[config.mk]
export PLATFORM = sky130hd
export DESIGN_NAME = bridge_err_unit
export DESIGN_NICKNAME = d
export VERILOG_FILES = /design/src/rtl/bridge_err_pkg.sv /design/src/rtl/err_detect.sv /design/src/rtl/err_first.sv /design/src/rtl/err_report.sv /design/src/rtl/bridge_err_unit.sv
export SDC_FILE = /design/constraint.sdc
export NUM_CORES = 1
export LEC_CHECK = 0
export ABC_AREA = 1
export BUFFER_PORTS_ARGS = -buffer_cell sky130_fd_sc_hd__buf_4
export CAP_MARGIN = 20
export CORE_ASPECT_RATIO = 1.25
export CORE_MARGIN = 3
export CORE_UTILIZATION = 49
export DETAILED_ROUTE_END_ITERATION = 16
export PLACE_DENSITY_LB_ADDON = 0.05
export SYNTH_ARGS = -nofsm -noshare
export SYNTH_HDL_FRONTEND = slang
export SYNTH_SLANG_ARGS = --single-unit
[constraint.sdc]
create_clock -name clk_i -period 1.4 [get_ports clk_i]
set_clock_uncertainty 0.1 [all_clocks]
set_input_delay 0.14 -clock clk_i [delete_from_list [all_inputs] [get_ports clk_i]]
set_output_delay 0.14 -clock clk_i [all_outputs]
set_load 0.01 [all_outputs]
[src/rtl/bridge_err_pkg.sv]
package bridge_err_pkg;
  localparam int NUM_ERR = 7;
  localparam int TYPE_W  = $clog2(NUM_ERR);

  typedef logic [NUM_ERR-1:0] err_vec_t;

  localparam int ERR_LB_UNSUP  = 0;
  localparam int ERR_PCI_MABT  = 1;
  localparam int ERR_PCI_TABT  = 2;
  localparam int ERR_TGT_DPAR  = 3;
  localparam int ERR_MST_DPAR  = 4;
  localparam int ERR_TGT_APAR  = 5;
  localparam int ERR_LB_MERR   = 6;

  localparam err_vec_t SERR_SEL  = err_vec_t'((1 << ERR_PCI_TABT) | (1 << ERR_TGT_APAR));
  localparam err_vec_t PERR_SEL  = err_vec_t'((1 << ERR_TGT_DPAR) | (1 << ERR_MST_DPAR));
  localparam err_vec_t LOCAL_SEL = err_vec_t'((1 << ERR_LB_UNSUP) | (1 << ERR_LB_MERR));

  localparam int RPT_W    = 3;
  localparam int RPT_SERR = 0;
  localparam int RPT_PERR = 1;
  localparam int RPT_MERR = 2;

  localparam int ADDR_W      = 2;
  localparam int ADDR_DMASK  = 0;
  localparam int ADDR_RMASK  = 1;
  localparam int ADDR_STATUS = 2;
endpackage

[src/rtl/err_detect.sv]
module err_detect
  import bridge_err_pkg::*;
(
  input  logic     clk_i,
  input  logic     rst_ni,
  input  err_vec_t evt_i,
  input  err_vec_t det_mask_i,
  input  err_vec_t clr_i,
  output err_vec_t det_o,
  output err_vec_t status_o,
  output err_vec_t status_n_o,
  output err_vec_t kept_o
);
  err_vec_t status_q;

  assign det_o      = evt_i & ~det_mask_i;
  assign kept_o     = status_q & ~clr_i;
  assign status_n_o = kept_o | det_o;
  assign status_o   = status_q;

  always_ff @(posedge clk_i or negedge rst_ni) begin
    if (!rst_ni) status_q <= '0;
    else         status_q <= status_n_o;
  end

  for (genvar i = 0; i < NUM_ERR; i++) begin : g_chk
    p_set_r2: assert property (@(posedge clk_i) disable iff (!rst_ni)
      (evt_i[i] && !det_mask_i[i]) |=> status_q[i]);
    p_masked_r3: assert property (@(posedge clk_i) disable iff (!rst_ni)
      (evt_i[i] && det_mask_i[i] && !status_q[i]) |=> !status_q[i]);
    p_clear_r4: assert property (@(posedge clk_i) disable iff (!rst_ni)
      (clr_i[i] && !evt_i[i]) |=> !status_q[i]);
    p_sticky_r2: assert property (@(posedge clk_i) disable iff (!rst_ni)
      (status_q[i] && !clr_i[i]) |=> status_q[i]);
  end
endmodule

[src/rtl/err_first.sv]
module err_first
  import bridge_err_pkg::*;
(
  input  logic              clk_i,
  input  logic              rst_ni,
  input  err_vec_t          det_i,
  input  err_vec_t          kept_i,
  output logic              vld_o,
  output logic [TYPE_W-1:0] type_o
);
  logic              vld_q;
  logic [TYPE_W-1:0] type_q;
  logic [TYPE_W-1:0] pick;

  // lowest index wins among simultaneous errors
  always_comb begin
    pick = '0;
    for (int i = NUM_ERR - 1; i >= 0; i--) begin
      if (det_i[i]) pick = TYPE_W'(i);
    end
  end

  always_ff @(posedge clk_i or negedge rst_ni) begin
    if (!rst_ni) begin
      vld_q  <= 1'b0;
      type_q <= '0;
    end else if (kept_i == '0) begin
      vld_q  <= |det_i;
      type_q <= (|det_i) ? pick : '0;
    end else if (!vld_q && (|det_i)) begin
      vld_q  <= 1'b1;
      type_q <= pick;
    end
  end

  assign vld_o  = vld_q;
  assign type_o = type_q;

  p_first_hold_r9: assert property (@(posedge clk_i) disable iff (!rst_ni)
    (vld_q && (kept_i != '0)) |=> (vld_q && $stable(type_q)));
  p_first_empty_r9: assert property (@(posedge clk_i) disable iff (!rst_ni)
    ((kept_i == '0) && (det_i == '0)) |=> !vld_q);
endmodule

[src/rtl/err_report.sv]
module err_report
  import bridge_err_pkg::*;
#(
  parameter int MID_W   = 4,
  localparam int NUM_MST = 1 << MID_W
) (
  input  logic               clk_i,
  input  logic               rst_ni,
  input  err_vec_t           det_i,
  input  err_vec_t           status_i,
  input  logic [MID_W-1:0]   mid_i,
  input  logic [RPT_W-1:0]   rpt_mask_i,
  output logic               serr_no,
  output logic               perr_no,
  output logic [NUM_MST-1:0] merr_o
);
  logic [NUM_MST-1:0] vec_q;
  logic [NUM_MST-1:0] vec_base;
  logic [NUM_MST-1:0] vec_new;
  logic               local_hit;

  assign local_hit = |(det_i & LOCAL_SEL);
  assign vec_base  = ((status_i & LOCAL_SEL) == '0) ? '0 : vec_q;

  always_comb begin
    vec_new = vec_base;
    if (local_hit) vec_new[mid_i] = 1'b1;
  end

  always_ff @(posedge clk_i or negedge rst_ni) begin
    if (!rst_ni) vec_q <= '0;
    else         vec_q <= vec_new;
  end

  assign serr_no = !((|(status_i & SERR_SEL)) && !rpt_mask_i[RPT_SERR]);
  assign perr_no = !((|(status_i & PERR_SEL)) && !rpt_mask_i[RPT_PERR]);
  assign merr_o  = rpt_mask_i[RPT_MERR] ? '0 : vec_q;

  p_merr_set_r7: assert property (@(posedge clk_i) disable iff (!rst_ni)
    local_hit |=> vec_q[$past(mid_i)]);
  p_serr_rise_r5: assert property (@(posedge clk_i) disable iff (!rst_ni)
    ($rose(|(status_i & SERR_SEL)) && !rpt_mask_i[RPT_SERR]) |-> !serr_no);
  p_perr_rise_r6: assert property (@(posedge clk_i) disable iff (!rst_ni)
    ($rose(|(status_i & PERR_SEL)) && !rpt_mask_i[RPT_PERR]) |-> !perr_no);
  p_merr_idle_r7: assert property (@(posedge clk_i) disable iff (!rst_ni)
    (((status_i & LOCAL_SEL) == '0) && !local_hit) |=> (vec_q == '0));
endmodule

[src/rtl/bridge_err_unit.sv]
module bridge_err_unit
  import bridge_err_pkg::*;
#(
  parameter int MID_W   = 4,
  parameter int DATA_W  = 16,
  localparam int NUM_MST = 1 << MID_W
) (
  input  logic               clk_i,
  input  logic               rst_ni,
  input  logic [NUM_ERR-1:0] err_evt_i,
  input  logic [MID_W-1:0]   err_mid_i,
  input  logic               reg_we_i,
  input  logic [ADDR_W-1:0]  reg_addr_i,
  input  logic [DATA_W-1:0]  reg_wdata_i,
  output logic [NUM_ERR-1:0] status_o,
  output logic               first_vld_o,
  output logic [TYPE_W-1:0]  first_type_o,
  output logic               serr_no,
  output logic               perr_no,
  output logic [NUM_MST-1:0] merr_o
);
  err_vec_t         det_mask_q;
  logic [RPT_W-1:0] rpt_mask_q;
  err_vec_t         clr;
  err_vec_t         det;
  err_vec_t         status_q;
  err_vec_t         status_n;
  err_vec_t         kept;

  always_ff @(posedge clk_i or negedge rst_ni) begin
    if (!rst_ni) begin
      det_mask_q <= '0;
      rpt_mask_q <= '0;
    end else if (reg_we_i) begin
      if (reg_addr_i == ADDR_W'(ADDR_DMASK)) det_mask_q <= reg_wdata_i[NUM_ERR-1:0];
      if (reg_addr_i == ADDR_W'(ADDR_RMASK)) rpt_mask_q <= reg_wdata_i[RPT_W-1:0];
    end
  end

  assign clr = (reg_we_i && reg_addr_i == ADDR_W'(ADDR_STATUS)) ?
               reg_wdata_i[NUM_ERR-1:0] : '0;

  err_detect u_detect (
    .clk_i      (clk_i),
    .rst_ni     (rst_ni),
    .evt_i      (err_evt_i),
    .det_mask_i (det_mask_q),
    .clr_i      (clr),
    .det_o      (det),
    .status_o   (status_q),
    .status_n_o (status_n),
    .kept_o     (kept)
  );

  err_first u_first (
    .clk_i  (clk_i),
    .rst_ni (rst_ni),
    .det_i  (det),
    .kept_i (kept),
    .vld_o  (first_vld_o),
    .type_o (first_type_o)
  );

  err_report #(.MID_W(MID_W)) u_report (
    .clk_i      (clk_i),
    .rst_ni     (rst_ni),
    .det_i      (det),
    .status_i   (status_q),
    .mid_i      (err_mid_i),
    .rpt_mask_i (rpt_mask_q),
    .serr_no    (serr_no),
    .perr_no    (perr_no),
    .merr_o     (merr_o)
  );

  assign status_o = status_q;

  p_status_n_r4: assert property (@(posedge clk_i) disable iff (!rst_ni)
    1'b1 |=> (status_q == $past(status_n)));
endmodule

==> impl_metrics.toml <==
[setup_path]
rrSetupSlack_ns = 0.10
reg2reg_depth = 4
cp.required_ns = 1.16
reg2reg_from = "det_mask_q[0]"
cp-start-kind = "flop"
endpoint_kind = "output port"
crit_type = "flop to output port"
critPathCapture = "merr_o[8]"
critPathArrivalTime_ns = 1.10
crit_fanout = 14
startpoint = "rpt_mask_q[2]"
r2r-end = "u_report.vec_q[5]"

[global_routing]
grt_max_degree = 38
grt-ovfl-total = 0
grt_pass1_vias = 1445
antenna_found_initial = 0
grt_usage_pct = 19.9
grt_pass1_wl_um = 6330

[logic_synthesis]
postSynthCellCount = 206
synth_nets = 238
netlist_area_sq_mm = 0.00169
avgSynthCellArea_sq_um = 8.21
seq_area_frac_synth_pct = 54.8
ys_warn_count = 0
synth_cell_type_count = 19
ys_seq_elements = 37

[floorplanning]
fp.dieW_um = 58.5
initial_utilization_pct = 52.0
die_h_um = 71.7
io_pins = 61
dieArea_sq_mm = 0.00419
rows = 23
core_area_sq_mm = 0.00325

[placed_design]
place_hpwl_um = 2930
dpl_worst_slack_ns = 0.109
gp_congestion = 0.857
detailed_place.area_sq_mm = 0.00214
port_buffers = 51

[layout]
final_area_sq_mm = 0.00226
seqCellArea_sq_um = 927
diodes = 0
multi_input_area_sq_um = 607
nFillCells = 276
area_growth_pct = 33.8
drive_gt1_share_pct = 29.2
layout.nets = 298

[timing]
period_needed_ns = 1.34
holdWs_ns = 0.0224
worst_slew_pin_slew_ns = 0.460
slew_violations = 0
hold_viol = 0
setup_viol = 0
slew_headroom_pct = 69.3
setup_ws_ns = 0.0597
max_freq_ghz = 0.746
fin_crit_sh_pct = 95.7

[outcome]
status = "completed"

[drt]
via_per_inst = 4.94
postRouteAntennaNets = 0
totalWireLength_um = 3890
wl_per_cell_um = 12.8
drt_iter0_markers = 38
dr.pass1.iters = 4
drcViolationCount = 0
vias = 1503

[power_and_ir_drop]
p_leak_nw = 1.22
pwr_density_cell_mw_per_mm2 = 1520
ir_worst_vdd_uv = 1070

[hold_path]
min_path_type = "input port to flop"

[cts]
clockBufferDepth = 2
clk_pin_slew_worst_paths_ns = 0.07
clk_latency_ns = 0.28
clockRootBuffer = "clkbuf_8"
postCtsSetupBuffers = 0
tritoncts = "built"
cts-buffers-inserted = 5
clock_sinks = 37
cts_max_level = 2

[flow_run]
cap_violations = 0
## report_power, final
part	leakage, nW	internal (mW)	switching (mW)
registers	0.425	1.38	0.109
logic	0.749	0.611	0.635
clock network	0.0450	0.345	0.352
## cells in the mapped netlist
cell | instances | area share [%]
a21oi_1 | 5 | 1.5
inv_2 | 1 | 0.22
buf_6 | 1 | 0.67
o21ai_0 | 7 | 2.1
buf_2 | 2 | 0.59
inv_1 | 36 | 8.0
mux2_2 | 1 | 0.67
nand4_1 | 9 | 3.3
o22ai_1 | 16 | 5.9
o21bai_1 | 2 | 0.89
nand2_2 | 3 | 1.1
dfrtp_1 | 37 | 55
clkbuf_1 | 2 | 0.44
buf_4 | 1 | 0.44
nand3_1 | 9 | 2.7
nand2_1 | 46 | 10
or2_1 | 1 | 0.37
nor2_2 | 1 | 0.37
nor2_1 | 26 | 5.8
## cell families (layout without fill, tap and decap cells)
kind of cell | Yosys count | count (layout) | share of synthesized area (%)
buf+inv | 43 | 104 | 10.4
simple gates | 95 | 95 | 23.8
flops | 37 | 37 | 54.8
compound gates | 30 | 30 | 10.4
mux | 1 | 1 | 0.666
## through the flow
step                instances  util [%]  power (mW)  setup TNS, ns
global placement          294      65.8        2.71              0
global route              304      69.6        3.66      -0.000986
detailed placement        294      65.8        2.73              0
finish                    304      69.6        3.43              0
CTS                       304      69.0        3.44              0
floorplan                 206         -        2.17              0
## layer usage
| layer | track usage [%] | vias up | part of all wire (%) |
|---|---|---|---|
| met5 | 0 | - | 0 |
| met4 | 4.64 | 0 | 0.69 |
| met3 | 5.41 | 4 | 7.0 |
| met2 | 35.5 | 48 | 52 |
| met1 | 23.4 | 680 | 40 |
| li1 | - | 771 | - |
## state kept, by name, summed over array words and instances (netlist names)
register / flops
rpt_mask_q: 3
det_mask_q: 7
u_report.vec_q: 16
u_detect.status_o: 7
u_first.vld_o: 1
u_first.type_o: 3
## worst min-delay path by stage
stage | slack (ns) | depth (start not counted) | from | end
after detailed placement | 0.02 | 1 | rst_ni | u_report.vec_q[3]
after global routing | 0.04 | 3 | reg_wdata_i[3] | det_mask_q[3]
after floorplan | -0.26 | 0 | rst_ni | det_mask_q[0]
after global placement | 0.02 | 1 | rst_ni | u_report.vec_q[3]
after CTS | 0.02 | 3 | reg_wdata_i[6] | det_mask_q[6]
final | 0.02 | 3 | err_evt_i[1] | u_detect.status_o[1]
## layout by cell type (no fill, tap or decap)
cell / netlist / routed
buf_4: 1 / 56
nand2_1: 46 / 43
inv_1: 36 / 36
dfrtp_1: 37 / 36
nor2_1: 26 / 23
o22ai_1: 16 / 16
nand3_1: 9 / 9
nand4_1: 9 / 9
o21ai_0: 7 / 7
nand2_2: 3 / 6
a21oi_1: 5 / 5
clkbuf_8: 0 / 5
nor2_2: 1 / 4
o21bai_1: 2 / 2
clkinv_2: 0 / 2
dlygate4sd3_1: 0 / 2
or2_4: 0 / 1
inv_2: 1 / 1
mux2_2: 1 / 1
clkbuf_1: 2 / 1
buf_12: 0 / 1
dfrtp_2: 0 / 1
## cell type report
type	count	share of cell area, %
multi-input cells	126	26.8
repair buffers	59	20.4
well taps	37	2.05
clock buffers	6	3.21
clock inverters	2	0.442
inverters	37	6.14
flip-flops and latches	37	41.0
## what timing repair did
item / CTS / global route
hold buffers: 2 / 0
hold endpoints to repair: 38 / 0
setup endpoints to repair: 0 / 17
gates resized for setup: 0 / 8
## critical path, stage by stage, from the launching register on
cell and delay (ns):
dfrtp_2 0.44, buf_12 0.16, nor2_1 0.10, buf_4 0.12
Note: power is estimated with default switching activity, not from simulation.
